--- src/rtl/irq_pkg.sv ---
package irq_pkg;
    localparam int DIR_W  = 6;
    localparam int MASK_W = 8;

    // flat flag vector layout
    localparam int F_TAP0  = 0;
    localparam int F_MOT0  = F_TAP0 + DIR_W;
    localparam int F_TILT  = F_MOT0 + DIR_W;
    localparam int F_DRDY  = F_TILT + 1;
    localparam int F_WMK   = F_DRDY + 1;
    localparam int F_BFULL = F_WMK + 1;
    localparam int F_FF    = F_BFULL + 1;
    localparam int F_SLEEP = F_FF + 1;
    localparam int F_WAKE  = F_SLEEP + 1;
    localparam int NFLAG   = F_WAKE + 1;

    typedef enum logic [1:0] {
        TAP_NONE   = 2'b00,
        TAP_SINGLE = 2'b01,
        TAP_DOUBLE = 2'b10,
        TAP_BAD    = 2'b11
    } tap_kind_e;

    typedef struct packed {
        tap_kind_e kind;
        logic      awake;
    } top_state_t;
endpackage

--- src/rtl/irq_flag_bank.sv ---
module irq_flag_bank #(
    parameter int N = 8
) (
    input  logic         clk,
    input  logic         rst_n,
    input  logic [N-1:0] set_i,
    input  logic [N-1:0] clr_i,
    output logic [N-1:0] q_o
);
    logic [N-1:0] flags_d, flags_q;

    // set beats clear in the same cycle
    for (genvar i = 0; i < N; i++) begin : g_bit
        assign flags_d[i] = set_i[i] | (flags_q[i] & ~clr_i[i]);
    end

    always_ff @(posedge clk) begin
        if (!rst_n) flags_q <= '0;
        else        flags_q <= flags_d;
    end

    assign q_o = flags_q;
endmodule

--- src/rtl/irq_wmark_det.sv ---
module irq_wmark_det #(
    parameter int LVL_W = 8
) (
    input  logic             clk,
    input  logic             rst_n,
    input  logic [LVL_W-1:0] level_i,
    input  logic [LVL_W-1:0] wmark_i,
    input  logic             trig_i,
    output logic             set_o
);
    typedef struct packed {
        logic reached;
    } wm_state_t;

    wm_state_t st_d, st_q;
    logic      reach_now;

    always_comb begin
        reach_now      = (wmark_i != '0) && (level_i >= wmark_i);
        st_d.reached   = reach_now;
        set_o          = reach_now && !st_q.reached && !trig_i;
    end

    always_ff @(posedge clk) begin
        if (!rst_n) st_q <= '0;
        else        st_q <= st_d;
    end
endmodule

--- src/rtl/irq_clear_ctrl.sv ---
module irq_clear_ctrl
    import irq_pkg::*;
#(
    parameter int LVL_W = 8
) (
    input  logic             rel_rd_i,
    input  logic             rel_first_i,
    input  logic             data_rd_i,
    input  logic             buf_rd_i,
    input  logic             trig_i,
    input  logic [LVL_W-1:0] level_i,
    input  logic [LVL_W-1:0] wmark_i,
    output logic [NFLAG-1:0] clr_o,
    output logic             rel_hit_o
);
    always_comb begin
        rel_hit_o = rel_rd_i && rel_first_i;
        for (int i = 0; i < NFLAG; i++) begin
            clr_o[i] = rel_hit_o && (i != F_WMK) && (i != F_BFULL);
        end
        clr_o[F_DRDY]  = clr_o[F_DRDY] | data_rd_i;
        clr_o[F_BFULL] = buf_rd_i;
        clr_o[F_WMK]   = (buf_rd_i && (level_i <= wmark_i)) || trig_i;
    end
endmodule

--- src/rtl/irq_latch_unit.sv ---
module irq_latch_unit
    import irq_pkg::*;
#(
    parameter int LVL_W = 8
) (
    input  logic             clk,
    input  logic             rst_n,
    input  logic             tap_evt,
    input  logic [1:0]       tap_kind,
    input  logic [5:0]       tap_dir,
    input  logic             tilt_evt,
    input  logic             wake_evt,
    input  logic             sleep_evt,
    input  logic [5:0]       motion_dir,
    input  logic             ff_evt,
    input  logic             drdy_evt,
    input  logic             buf_full_evt,
    input  logic [LVL_W-1:0] buf_level,
    input  logic [LVL_W-1:0] buf_wmark,
    input  logic             trig_mode,
    input  logic [7:0]       irq_mask,
    input  logic             rel_rd,
    input  logic             rel_burst_start,
    input  logic             data_rd,
    input  logic             buf_rd,
    output logic [7:0]       src_tap_o,
    output logic [7:0]       src_evt_o,
    output logic [7:0]       src_motion_o,
    output logic [7:0]       status_o,
    output logic             irq_o
);
    logic [NFLAG-1:0]  set_v, clr_v, flags;
    logic              wmk_set, rel_hit, tap_ok;
    logic [MASK_W-1:0] groups;
    top_state_t        st_d, st_q;

    irq_wmark_det #(.LVL_W(LVL_W)) u_wmark (
        .clk     (clk),
        .rst_n   (rst_n),
        .level_i (buf_level),
        .wmark_i (buf_wmark),
        .trig_i  (trig_mode),
        .set_o   (wmk_set)
    );

    irq_clear_ctrl #(.LVL_W(LVL_W)) u_clear (
        .rel_rd_i    (rel_rd),
        .rel_first_i (rel_burst_start),
        .data_rd_i   (data_rd),
        .buf_rd_i    (buf_rd),
        .trig_i      (trig_mode),
        .level_i     (buf_level),
        .wmark_i     (buf_wmark),
        .clr_o       (clr_v),
        .rel_hit_o   (rel_hit)
    );

    irq_flag_bank #(.N(NFLAG)) u_flags (
        .clk   (clk),
        .rst_n (rst_n),
        .set_i (set_v),
        .clr_i (clr_v),
        .q_o   (flags)
    );

    always_comb begin
        tap_ok = tap_evt && ((tap_kind == TAP_SINGLE) || (tap_kind == TAP_DOUBLE));

        set_v                       = '0;
        set_v[F_TAP0 +: DIR_W]      = tap_ok   ? tap_dir    : '0;
        set_v[F_MOT0 +: DIR_W]      = wake_evt ? motion_dir : '0;
        set_v[F_TILT]               = tilt_evt;
        set_v[F_DRDY]               = drdy_evt;
        set_v[F_WMK]                = wmk_set;
        set_v[F_BFULL]              = buf_full_evt;
        set_v[F_FF]                 = ff_evt;
        set_v[F_SLEEP]              = sleep_evt;
        set_v[F_WAKE]               = wake_evt;

        st_d = st_q;
        if (tap_ok)       st_d.kind = tap_kind_e'(tap_kind);
        else if (rel_hit) st_d.kind = TAP_NONE;
        if (wake_evt)       st_d.awake = 1'b1;
        else if (sleep_evt) st_d.awake = 1'b0;
    end

    always_ff @(posedge clk) begin
        if (!rst_n) begin
            st_q.kind  <= TAP_NONE;
            st_q.awake <= 1'b1;
        end else begin
            st_q <= st_d;
        end
    end

    always_comb begin
        groups = {flags[F_WAKE], flags[F_SLEEP], flags[F_FF], flags[F_BFULL],
                  flags[F_WMK], flags[F_DRDY], (st_q.kind != TAP_NONE), flags[F_TILT]};
        irq_o        = |(groups & irq_mask);
        src_tap_o    = {2'b00, flags[F_TAP0 +: DIR_W]};
        src_evt_o    = {flags[F_FF], flags[F_BFULL], flags[F_WMK], flags[F_DRDY],
                        st_q.kind, 1'b0, flags[F_TILT]};
        src_motion_o = {flags[F_WAKE], flags[F_SLEEP], flags[F_MOT0 +: DIR_W]};
        status_o     = {3'b000, irq_o, 3'b000, st_q.awake};
    end
endmodule

--- config.mk ---
export PLATFORM = sky130hd
export DESIGN_NAME = irq_latch_unit
export DESIGN_NICKNAME = d
export VERILOG_FILES = /design/src/rtl/irq_pkg.sv /design/src/rtl/irq_flag_bank.sv /design/src/rtl/irq_wmark_det.sv /design/src/rtl/irq_clear_ctrl.sv /design/src/rtl/irq_latch_unit.sv
export SDC_FILE = /design/constraint.sdc
export NUM_CORES = 1
export LEC_CHECK = 0
export CORE_ASPECT_RATIO = 1.1
export CORE_MARGIN = 4
export CORE_UTILIZATION = 50
export CTS_CLUSTER_SIZE = 8
export DETAILED_ROUTE_END_ITERATION = 12
export DONT_BUFFER_PORTS = 1
export PLACE_DENSITY_LB_ADDON = 0.1
export SETUP_SLACK_MARGIN = 0.05
export SYNTH_ARGS = -nofsm -noshare
export SYNTH_HDL_FRONTEND = slang
export SYNTH_SLANG_ARGS = --single-unit
--- constraint.sdc ---
create_clock -name clk -period 1.4 [get_ports clk]
set_input_delay 0.14 -clock clk [delete_from_list [all_inputs] [get_ports clk]]
set_output_delay 0.14 -clock clk [all_outputs]
set_load 0.02 [all_outputs]
==> impl_metrics.py <==
metrics = {
    "synthesis": {
        "yosys_warnings": 0,
        "synth_cell_type_count": 35,
        "synth-seq-cells": 23,
        "synth_area_sq_um": 1269,
        "synth-edff-count": 0,
        "yosys.area.top_type": "dfxtp_1",
        "yosys.area.top_type_share": 0.3629,
        "async_flop_share": 0,
        "yosys-top-cells-area": "dfxtp_1, ha_1, nor2b_1",
        "ys_seq_area_frac": 0.3629,
        "netlist_instances": 137,
        "syn_avg_cell_area_sq_um": 9.261,
        "synth_ff_type": "dfxtp_1",
    },
    "setup_path": {
        "path_class": "reg2out",
        "crit_slowest_cell": "dfxtp_2",
        "worstRegToRegCells": 4,
        "cpPeakStageDelay_ns": 0.34,
        "required_ns": 1.26,
        "crit_path_start_kind": "flop",
        "worstPathCellList": "a22o_1, a221oi_2, nand3_2",
        "cp-end-kind": "primary output",
        "crit_fanout": 2,
        "arrival_ns": 1.31,
    },
    "pwr": {
        "p_seq_frac": 0.569,
        "swShare": 0.3053,
        "power_density_nw_per_um2": 937.7,
        "p_leak_nw": 0.6030,
        "p_sw_mw": 0.4104,
        "p_comb_frac": 0.214,
        "ir_worst_vdd_mv": 0.6897,
        "internal_power_mw": 0.9341,
        "p_clk_frac": 0.218,
        "power.total_mw": 1.345,
    },
    "sta": {
        "finalMaxSlewViolations": 0,
        "layout_min_cycle_time_ns": 1.454,
        "finClkSkew_ns": 0.003313,
        "setup_ws_ns": -0.05364,
        "max_slew_margin": 0.5802,
        "finalCritPeriodShare": 1.038,
        "finalSetupViolCount": 2,
        "final_hold_viol_count": 0,
        "fmax_ghz": 0.6879,
        "finalSetupTns_ns": -0.1073,
        "rsz0062_at_grt": "yes",
        "tightestPinTransition_ns": 0.6276,
    },
    "floorplanning": {
        "die_y_um": 60.83,
        "rows": 18,
        "num_io_pins": 85,
        "start_util": 0.5417,
        "die_w_um": 56.03,
        "die_area_sq_um": 3408,
        "coreArea_sq_um": 2342,
    },
    "grt": {
        "grt_pass1_wl_um": 4284,
        "grt.busiest_layer": "met2",
        "antenna_found_initial": 0,
        "grt-ovfl-total": 0,
        "grt_max_degree": 24,
        "grt_use_met1": 0.1662,
        "met2_usage": 0.3072,
        "grtUsageTotal": 0.1615,
        "grt_pass1_vias": 984,
        "grt_use_met3": 0.05532,
    },
    "detailed_routing": {
        "drc": 0,
        "wire_per_inst_um": 15.50,
        "drt_iter0_drc": 18,
        "wl_um": 2821,
        "ant_nets": 0,
        "via_count": 997,
        "viasPerCell": 5.478,
        "drt_first_pass_iters": 4,
    },
    "status": {
        "status": "complete, but fails checks",
        "violations": "negative setup slack",
    },
    "layout": {
        "area_delta_synth_final_pct": 13.02,
        "design_area_sq_um": 1434,
        "final_cell_mix": "dfxtp_1, nor2b_1, dlygate4sd3_1",
        "drive_above_1_share": 0.1842,
        "n_antenna_cell": 0,
        "final_common_cell": "dfxtp_1",
        "fin_nets": 213,
    },
    "cts": {
        "cts_buffer_depth": 2,
        "cts_max_level": 1,
        "clk_pin_slew_worst_paths_ns": 0.12,
        "clock_latency_ns": 0.30,
        "postCtsSetupRepairBufs": 0,
        "cts_tree": "built",
        "clock-sinks": 23,
        "clock-root-buffer": "clkbuf_4",
        "cts-buffers-inserted": 3,
    },
    "placement": {
        "gp_congestion": 0.6935,
        "hpwl_um": 2243,
        "placedInstanceArea_sq_um": 1275,
        "io_buffers": 0,
    },
    "run": {
        "drv_cap": 0,
    },
    "min_path": {
        "hp-class": "in2reg",
        "min_path_cells": 2,
    },
}
==> worst max-delay path, delay by kind of cell (launching register included) <==
family	cells	cell delay [ns]
AOI/OAI and AO/OA	2	0.41
DFF	1	0.34
and+or+nand+nor	1	0.27
==> power groups by stage <==
stage / clock network (mW) / registers (mW) / logic, mW
3_5_place_dp: 0 / 0.779 / 0.249
4_1_cts: 0.311 / 0.765 / 0.288
3_3_place_gp: 0 / 0.779 / 0.235
2_1_floorplan: 0 / 0.783 / 0.236
5_1_grt: 0.332 / 0.771 / 0.320
6_report: 0.293 / 0.765 / 0.287
==> flip-flops by register name, summed over array words and instances, names as in the netlist <==
signal        flops
u_flags.q_o      19
src_evt_o         2
status_o          1
u_wmark.st_q      1
==> per-layer routing <==
metal	part of all wire	vias up
li1	-	490
met1	0.36	450
met2	0.52	55
met3	0.11	2
met4	0.0060	0
met5	0	-
==> synthesized netlist by cell type, types with 2 or more instances <==
cell      number
nor2b_2        7
buf_6          2
inv_1         10
a22oi_1        6
a21oi_1       10
buf_4         10
clkbuf_1       2
ha_1           8
nor2b_1       14
nand3b_1       2
a22oi_2        6
nand2b_1       2
nand2_1        9
a31oi_1        2
nor4_1         2
dfxtp_1       23
nand4_1        4
==> final timing paths <==
path                                   start                          to  slack [ns]
setup / recovery  u_flags.q_o[18]$_SDFF_PN0_                       irq_o       -0.05
hold / removal                      wake_evt  u_flags.q_o[11]$_SDFF_PN0_        0.02
setup reg to reg   src_evt_o[3]$_SDFFE_PN0P_   src_evt_o[3]$_SDFFE_PN0P_        0.43
hold reg to reg      u_wmark.st_q$_SDFF_PN0_  u_flags.q_o[14]$_SDFF_PN0_        0.57
==> logic make-up after synthesis <==
logic type,Yosys count,share of synthesized area
xor+xnor,1,0.006905
simple gates,46,0.2238
fa+ha+maj,8,0.07890
flops,23,0.3629
other cells,1,0.002956
compound gates,32,0.2022
buf+inv,26,0.1223
==> metrics by stage <==
| step | std cells | hold WS (ns) | util | setup WS [ns] |
|---|---|---|---|---|
| detailed placement | 165 | 0.2308 | 0.5443 | 0.1848 |
| global placement | 165 | 0.2277 | 0.5443 | 0.2514 |
| global route | 182 | 0.001325 | 0.6122 | -0.1473 |
| floorplan | 145 | 0.2691 | - | 0.09818 |
| CTS | 182 | 0.005371 | 0.6122 | -0.08693 |
| finish | 182 | 0.02451 | 0.6122 | -0.05364 |
==> timing repair <==
item | in CTS | in global routing
resized for setup | 1 | 0
endpoints found under the hold margin | 23 | 0
pin swaps | 1 | 2
endpoints found under the setup margin | 2 | 2
hold buffers | 13 | 0
==> area by class of cell <==
type	instances	area, sq um
Clock inverter	1	5.005
Sequential cell	23	461.7
Multi-Input combinational cell	96	694.4
Fill cell	205	908.4
Tap cell	30	37.54
Inverter	10	37.54
Clock buffer	3	22.52
Timing Repair Buffer	19	175.2
Note: power is estimated with default switching activity, not from simulation.
